==> config.mk <==
export PLATFORM = sky130hd
export DESIGN_NAME = bitstep_unit
export DESIGN_NICKNAME = d
export VERILOG_FILES = /design/src/rtl/bitstep_pkg.sv /design/src/rtl/bitstep_alu.sv /design/src/rtl/bitstep_flags.sv /design/src/rtl/bitstep_regs.sv /design/src/rtl/bitstep_unit.sv
export SDC_FILE = /design/constraint.sdc
export NUM_CORES = 1
export LEC_CHECK = 0
export BUFFER_PORTS_ARGS = -buffer_cell sky130_fd_sc_hd__buf_4
export CAP_MARGIN = 10
export CORE_MARGIN = 1
export CORE_UTILIZATION = 59
export DETAILED_ROUTE_END_ITERATION = 10
export MAX_ROUTING_LAYER = met4
export PLACE_DENSITY_LB_ADDON = 0.3
export SYNTH_ARGS = -nofsm -noshare
export SYNTH_HDL_FRONTEND = slang
export SYNTH_SLANG_ARGS = --single-unit
==> constraint.sdc <==
create_clock -name clk_i -period 2.1 [get_ports clk_i]
set_clock_uncertainty 0.2 [all_clocks]
set_input_delay 0.315 -clock clk_i [delete_from_list [all_inputs] [get_ports clk_i]]
set_output_delay 0.315 -clock clk_i [all_outputs]
set_load 0.005 [all_outputs]
==> src/rtl/bitstep_pkg.sv <==
package bitstep_pkg;
  typedef enum logic [2:0] {
    OP_SHL = 3'd0,
    OP_SHR = 3'd1,
    OP_ROL = 3'd2,
    OP_ROR = 3'd3,
    OP_INC = 3'd4,
    OP_DEC = 3'd5
  } op_e;

  function automatic logic op_known(logic [2:0] op);
    return op <= 3'd5;
  endfunction
endpackage

==> src/rtl/bitstep_alu.sv <==
module bitstep_alu
  import bitstep_pkg::*;
#(
  parameter int DW = 16,
  parameter int NW = 8
) (
  input  logic [2:0]    op_i,
  input  logic          wide_i,
  input  logic [DW-1:0] opnd_i,
  input  logic          carry_i,
  output logic [DW-1:0] res_o,
  output logic          carry_o
);
  localparam logic [DW-1:0] NMASK = {{(DW-NW){1'b0}}, {NW{1'b1}}};

  logic [DW-1:0] opn, raw;
  logic          top;

  assign opn = wide_i ? opnd_i : (opnd_i & NMASK);
  assign top = wide_i ? opn[DW-1] : opn[NW-1];

  always_comb begin
    raw     = opn;
    carry_o = carry_i;
    unique case (op_e'(op_i))
      OP_SHL: begin raw = opn << 1; carry_o = top; end
      OP_SHR: begin raw = opn >> 1; carry_o = opn[0]; end
      OP_ROL: begin raw = (opn << 1) | {{(DW-1){1'b0}}, carry_i}; carry_o = top; end
      OP_ROR: begin
        raw = opn >> 1;
        if (wide_i) raw[DW-1] = carry_i;
        else        raw[NW-1] = carry_i;
        carry_o = opn[0];
      end
      OP_INC: raw = opn + 1'b1;
      OP_DEC: raw = opn - 1'b1;
      default: begin raw = opn; carry_o = carry_i; end
    endcase
  end

  // narrow results are cleared above the selected width
  assign res_o = wide_i ? raw : (raw & NMASK);
endmodule

==> src/rtl/bitstep_flags.sv <==
module bitstep_flags #(
  parameter int DW = 16,
  parameter int NW = 8
) (
  input  logic          wide_i,
  input  logic [DW-1:0] res_i,
  output logic          neg_o,
  output logic          zero_o
);
  assign neg_o  = wide_i ? res_i[DW-1] : res_i[NW-1];
  assign zero_o = wide_i ? (res_i == '0) : (res_i[NW-1:0] == '0);
endmodule

==> src/rtl/bitstep_regs.sv <==
module bitstep_regs #(
  parameter int DW = 16,
  parameter int NW = 8
) (
  input  logic          clk_i,
  input  logic          rst_ni,
  input  logic          fire_i,
  input  logic          to_mem_i,
  input  logic          wide_i,
  input  logic [DW-1:0] acc_i,
  input  logic [DW-1:0] res_i,
  input  logic          neg_i,
  input  logic          zero_i,
  input  logic          carry_i,
  output logic          valid_o,
  output logic          acc_we_o,
  output logic [DW-1:0] acc_o,
  output logic          mem_we_o,
  output logic [DW-1:0] mem_wdata_o,
  output logic          neg_o,
  output logic          zero_o,
  output logic          carry_o
);
  logic [DW-1:0] acc_nxt;
  assign acc_nxt = wide_i ? res_i : {acc_i[DW-1:NW], res_i[NW-1:0]};

  always_ff @(posedge clk_i or negedge rst_ni) begin
    if (!rst_ni) begin
      valid_o     <= 1'b0;
      acc_we_o    <= 1'b0;
      mem_we_o    <= 1'b0;
      acc_o       <= '0;
      mem_wdata_o <= '0;
      neg_o       <= 1'b0;
      zero_o      <= 1'b0;
      carry_o     <= 1'b0;
    end else begin
      valid_o  <= fire_i;
      acc_we_o <= fire_i && !to_mem_i;
      mem_we_o <= fire_i && to_mem_i;
      if (fire_i) begin
        neg_o   <= neg_i;
        zero_o  <= zero_i;
        carry_o <= carry_i;
        if (to_mem_i) mem_wdata_o <= res_i;
        else          acc_o       <= acc_nxt;
      end
    end
  end
endmodule

==> src/rtl/bitstep_unit.sv <==
module bitstep_unit
  import bitstep_pkg::*;
#(
  parameter int DW = 16,
  parameter int NW = 8
) (
  input  logic          clk_i,
  input  logic          rst_ni,
  input  logic          start_i,
  input  logic [2:0]    op_i,
  input  logic          wide_i,
  input  logic          to_mem_i,
  input  logic [DW-1:0] acc_i,
  input  logic [DW-1:0] mem_i,
  input  logic          carry_i,
  output logic          valid_o,
  output logic          acc_we_o,
  output logic [DW-1:0] acc_o,
  output logic          mem_we_o,
  output logic [DW-1:0] mem_wdata_o,
  output logic          neg_o,
  output logic          zero_o,
  output logic          carry_o
);
  logic [DW-1:0] opnd, res;
  logic          c_nxt, n_nxt, z_nxt, fire;

  assign opnd = to_mem_i ? mem_i : acc_i;
  assign fire = start_i && op_known(op_i);

  bitstep_alu #(.DW(DW), .NW(NW)) i_alu (
    .op_i(op_i), .wide_i(wide_i), .opnd_i(opnd), .carry_i(carry_i),
    .res_o(res), .carry_o(c_nxt)
  );

  bitstep_flags #(.DW(DW), .NW(NW)) i_flags (
    .wide_i(wide_i), .res_i(res), .neg_o(n_nxt), .zero_o(z_nxt)
  );

  bitstep_regs #(.DW(DW), .NW(NW)) i_regs (
    .clk_i(clk_i), .rst_ni(rst_ni), .fire_i(fire), .to_mem_i(to_mem_i),
    .wide_i(wide_i), .acc_i(acc_i), .res_i(res), .neg_i(n_nxt),
    .zero_i(z_nxt), .carry_i(c_nxt), .valid_o(valid_o), .acc_we_o(acc_we_o),
    .acc_o(acc_o), .mem_we_o(mem_we_o), .mem_wdata_o(mem_wdata_o),
    .neg_o(neg_o), .zero_o(zero_o), .carry_o(carry_o)
  );

  p_valid_follows_r11: assert property (@(posedge clk_i) disable iff (!rst_ni)
    valid_o |-> $past(start_i) && ($past(op_i) <= 3'd5));

  p_one_target_r9: assert property (@(posedge clk_i) disable iff (!rst_ni)
    $onehot0({acc_we_o, mem_we_o}));

  p_invalid_quiet_r10: assert property (@(posedge clk_i) disable iff (!rst_ni)
    (start_i && op_i > 3'd5) |=> !valid_o && !acc_we_o && !mem_we_o &&
      $stable(carry_o) && $stable(neg_o) && $stable(zero_o) && $stable(acc_o));

  p_step_carry_r6: assert property (@(posedge clk_i) disable iff (!rst_ni)
    (start_i && (op_i == 3'd4 || op_i == 3'd5)) |=> carry_o == $past(carry_i));

  p_keep_high_r8: assert property (@(posedge clk_i) disable iff (!rst_ni)
    (start_i && op_i <= 3'd5 && !wide_i && !to_mem_i) |=>
      acc_o[DW-1:NW] == $past(acc_i[DW-1:NW]));

  p_mem_narrow_r9: assert property (@(posedge clk_i) disable iff (!rst_ni)
    (start_i && op_i <= 3'd5 && !wide_i && to_mem_i) |=>
      mem_wdata_o[DW-1:NW] == '0 && $stable(acc_o));
endmodule

==> out/metrics.cfg, run 1 <==
[synth]
synth_seq_area_share = 0.294
synthCells = 400
ys.flop_type = dfrtp_1
synth.distinct_cells = 68
async_flop_share = 1.00
synth_edf_count = 0
syn-cell-area_um2 = 3240
synth_area_per_cell_um2 = 8.09
ys_seq_elements = 38
ys_warn_count = 0
synth.net_count = 452

[cts]
cts.sinks = 38
cts_root_buf = clkbuf_8
cts_resized = 96
cts_buffer_depth = 2
cts-hold-fix-buffers = 1
cts_setup_buffers = 15
numCtsBuffers = 5
cts-htree-levels = 2

[outcome]
tool.error = [ERROR DPL-0038] Utilization greater than 100%, impossible to legalize
outcome = stopped before the end
stop_stage = clock tree synthesis (4_1_cts)

[placement]
post-dp-hpwl_mm = 10.4
io_buffers = 78
gp_congestion = 1.02
pre_cts_ws_ns = -1.43

[floorplanning]
die_h_um = 76.1
initial_core_util = 0.622
pin_count = 79
die_w_um = 76.1
core.rowCount = 26

==> cell usage after synthesis, types with 3 or more instances <==
library cell / number / area share
a21boi_0: 5 / 0.012
a22oi_1: 4 / 0.0093
nor3b_1: 3 / 0.0070
and2_1: 5 / 0.0097
nor2_1: 45 / 0.052
or3_1: 7 / 0.014
dfrtp_1: 38 / 0.29
a31oi_1: 8 / 0.015
mux2i_1: 11 / 0.034
ha_1: 10 / 0.039
o22ai_1: 4 / 0.0077
o21ai_0: 33 / 0.051
nand2_1: 38 / 0.044
nand3_1: 13 / 0.020
o211ai_1: 4 / 0.0093
a211oi_1: 11 / 0.026
a21o_1: 4 / 0.0093
nand4_1: 3 / 0.0058
and3_1: 3 / 0.0058
nand2b_1: 3 / 0.0058
clkbuf_1: 16 / 0.019
inv_1: 12 / 0.014
nor3_1: 8 / 0.012
xnor2_1: 5 / 0.014
a21oi_1: 41 / 0.063
mux2_2: 11 / 0.038
mux2i_4: 3 / 0.021
==> metrics by stage <==
stage	util	cells	instance area, um2	setup TNS [ns]	hold slack, ns
2_1_floorplan	-	400	3370	-23.31	-0.181
3_3_place_gp	0.920	644	4790	-24.29	0.0902
3_5_place_dp	0.920	644	4790	-28.49	0.0939
==> cell families after synthesis <==
logic type	Yosys count	share of synthesized area
adder cells (fa/ha/maj)	11	0.0448
AND/OR/NAND/NOR	143	0.214
buffers and inverters	36	0.0514
XOR/XNOR	7	0.0189
flip-flops	38	0.294
multiplexers	27	0.102
AO/OA/AOI/OAI	138	0.275
==> inputs of run 2 (changes only) <==
--- a/config.mk
+++ b/config.mk
@@ -8,10 +8,9 @@
 export BUFFER_PORTS_ARGS = -buffer_cell sky130_fd_sc_hd__buf_4
 export CAP_MARGIN = 10
 export CORE_MARGIN = 1
-export CORE_UTILIZATION = 59
+export CORE_UTILIZATION = 40
 export DETAILED_ROUTE_END_ITERATION = 10
-export MAX_ROUTING_LAYER = met4
-export PLACE_DENSITY_LB_ADDON = 0.3
+export PLACE_DENSITY_LB_ADDON = 0.15
 export SYNTH_ARGS = -nofsm -noshare
 export SYNTH_HDL_FRONTEND = slang
 export SYNTH_SLANG_ARGS = --single-unit
==> out/metrics.cfg, run 2 <==
[detailed_routing]
vias_per_cell = 5.49
met1_length_mm = 5.08
drc_errors = 0
num_vias = 3932
avgRoutedWirePerCell_um = 15.9
dr_wl_met2_mm = 5.67
wl_mm = 11.4
highest_layer = met4
drtAntennaViolNets = 0
first_iter_violations = 285
drt-pass1-iter-count = 5
wl_met3_um = 445

[placement]
post-dp-hpwl_mm = 8.43  ; -19%
gp_congestion = 0.884  ; -13%
placed_cells_incl_taps = 682  ; +5.9%
io_buffers = 78  ; unchanged

[critical_path]
critical_path_class = in -> reg
critPathLaunch = op_i[2]
cp-end-kind = flip-flop
required_ns = 2.13
arrival_ns = 2.95
start_kind = primary input
rr_startpoint = i_regs.zero_o
crit_fanout = 6

[sta]
fin_crit_sh = 1.39
slew_viol_final = 0
tightestPinTransition_ns = 0.457
whs_ns = 0.137
relSlewSlack = 0.687
setup_tns_ns = -15.56
worst_slack_ns = -0.825
fin_crit_ns = 2.92
clock.fmax_mhz = 342
rsz0062_at_grt = yes
hold_violations = 0
finalSetupViolCount = 28

[power_and_ir_drop]
ir_worst_vdd_v = 0.000234
sw_frac_of_total = 0.334
leakage_nw = 2.68
p_switching_mw = 0.952
clock_power_share = 0.181
internal_power_mw = 1.90
seq_power_share = 0.326
power_density_nw_per_um2 = 496
pwr-share-comb = 0.493
power_mw = 2.85

[synth]
synth_area_per_cell_um2 = 8.09  ; unchanged
yosys-top-cells-area = dfrtp_1 (29%), a21oi_1 (6.3%), nor2_1 (5.2%)
yosysMostFrequentCell = nor2_1
syn-cell-area_um2 = 3240  ; unchanged
synth_seq_area_share = 0.294  ; unchanged
synth.net_count = 452  ; unchanged
synth.distinct_cells = 68  ; unchanged
ys_warn_count = 0  ; unchanged
synth_top_area_share = 0.294  ; unchanged
synthCells = 400  ; unchanged
ys_seq_elements = 38  ; unchanged
synth_edf_count = 0  ; unchanged
synth_largest_area_cell = dfrtp_1
ys.flop_type = dfrtp_1
async_flop_share = 1.00  ; unchanged
synthTopCellsByCount = nor2_1 (45), a21oi_1 (41), dfrtp_1 (38), nand2_1 (38), o21ai_0 (33)

[finish]
layout.cells.non_filler = 716
layout_commonest_cell = buf_4
insertedDiodeCount = 0
nNetsFinal = 665
post-route-util = 0.740
most-common-layout-cells = buf_4 (200), nor2_1 (41), dfrtp_1 (38), nand2_1 (37), a21oi_1 (29)
reg.largest.list = i_regs.acc_o: 16 flops, i_regs.mem_wdata_o: 16 flops
layout-drive-gt1-share = 0.544
syn2layout_area_growth_pct = 77.5

[floorplanning]
die_w_um = 92.0  ; +21%
die_h_um = 92.0  ; +21%
initial_core_util = 0.417  ; -0.205
die_area_um2 = 8460
core.rowCount = 32  ; +23%
pin_count = 79  ; unchanged
core_area_um2 = 7770

[cts]
cts_buffer_depth = 2  ; unchanged
cts_tree = done
insertion_delay_ns = 0.29
cts-htree-levels = 2  ; unchanged
cts_root_buf = clkbuf_8
cts.sinks = 38  ; unchanged
cts.clk_slew.worst_paths_ns = 0.08
numCtsBuffers = 5  ; unchanged

[job]
cap_violations = 0

[worst_hold_path]
hold_start = acc_i[8]
worstHoldPathType = in -> reg

[global_route]
grt_pass1_vias = 3892
overflow = 0
track_usage = 0.272
grt_antenna_before_repair = 0
grt_max_degree = 39
grt_pass1_wl_mm = 18.5

[outcome]
violations = setup timing
outcome = finished, violations left

-- run 2: cell counts after synthesis --
Identical to the previous run, type by type.
-- run 2: area by class of cell --
class / count / area, um2
Clock inverter: 2 / 12.5
Clock buffer: 6 / 82.6
Sequential cell: 38 / 951
Timing Repair Buffer: 228 / 1850
Multi-Input combinational cell: 326 / 2660
Inverter: 14 / 52.6
Fill cell: 566 / 2020
Tap cell: 102 / 128
-- run 2: per-stage QoR --
stage               setup WS, ns  cell area (um2)
CTS                       -0.786             5540
floorplan                  -1.27             3370
global placement           -1.19             4910
global route              -0.995             5740
detailed placement         -1.24             4910
finish                    -0.825             5740
-- run 2: metal layers --
| layer | GRT usage | vias up |
|---|---|---|
| met5 | 0 | - |
| met4 | 0.0859 | 0 |
| met3 | 0.0207 | 16 |
| met2 | 0.465 | 118 |
| met1 | 0.363 | 1888 |
| li1 | - | 1910 |
-- run 2: cells by family (layout without fill, tap and decap cells) --
| group | after synthesis | count (layout) | synth area share |
|---|---|---|---|
| flip-flops | 38 | 38 | 0.294 |
| XOR/XNOR | 7 | 7 | 0.0189 |
| adder cells (fa/ha/maj) | 11 | 11 | 0.0448 |
| multiplexers | 27 | 27 | 0.102 |
| AO/OA/AOI/OAI | 138 | 138 | 0.275 |
| AND/OR/NAND/NOR | 143 | 143 | 0.214 |
| buffers and inverters | 36 | 250 | 0.0514 |
-- run 2: what timing repair did --
action | 4_1_cts | 5_1_grt
endpoints found under the hold margin | 38 | 0
pin swaps | 47 | 35
resized for setup | 83 | 31
hold buffers | 1 | 0
buffers inserted | 21 | 12
endpoints found under the setup margin | 28 | 29
-- run 2: final timing paths --
check	to	slack, ns	cells after the start
setup / recovery	i_regs.zero_o	-0.82	16
hold / removal	i_regs.acc_o[8]	0.14	3
setup reg to reg	i_regs.zero_o	1.05	2
hold reg to reg	i_regs.mem_wdata_o[11]	0.29	2
max in group asynchronous	i_regs.mem_wdata_o[6]	1.04	2
min in group asynchronous	i_regs.acc_o[11]	0.31	2
-- run 2: worst max-delay path: stages --
cell and delay, ns:
buf_6 0.09, and3b_2 0.23, buf_6 0.13, buf_12 0.13, ha_4 0.25, a21o_1 0.21
a21oi_2 0.21, o21ai_4 0.11, buf_6 0.13, a31o_4 0.23, a211o_1 0.23, o211ai_1 0.08
buf_4 0.17, nand4_1 0.11, nor3_2 0.13, a41o_1 0.18
-- run 2: power by group through the flow --
stage / clock network, mW / logic [mW] / registers, mW
2_1_floorplan: 0 / 0.520 / 0.942
3_3_place_gp: 0 / 1.13 / 0.935
3_5_place_dp: 0 / 1.15 / 0.943
4_1_cts: 0.526 / 1.31 / 0.929
5_1_grt: 0.555 / 1.51 / 0.945
6_report: 0.517 / 1.40 / 0.928
Power figures use the tool's default switching activity.
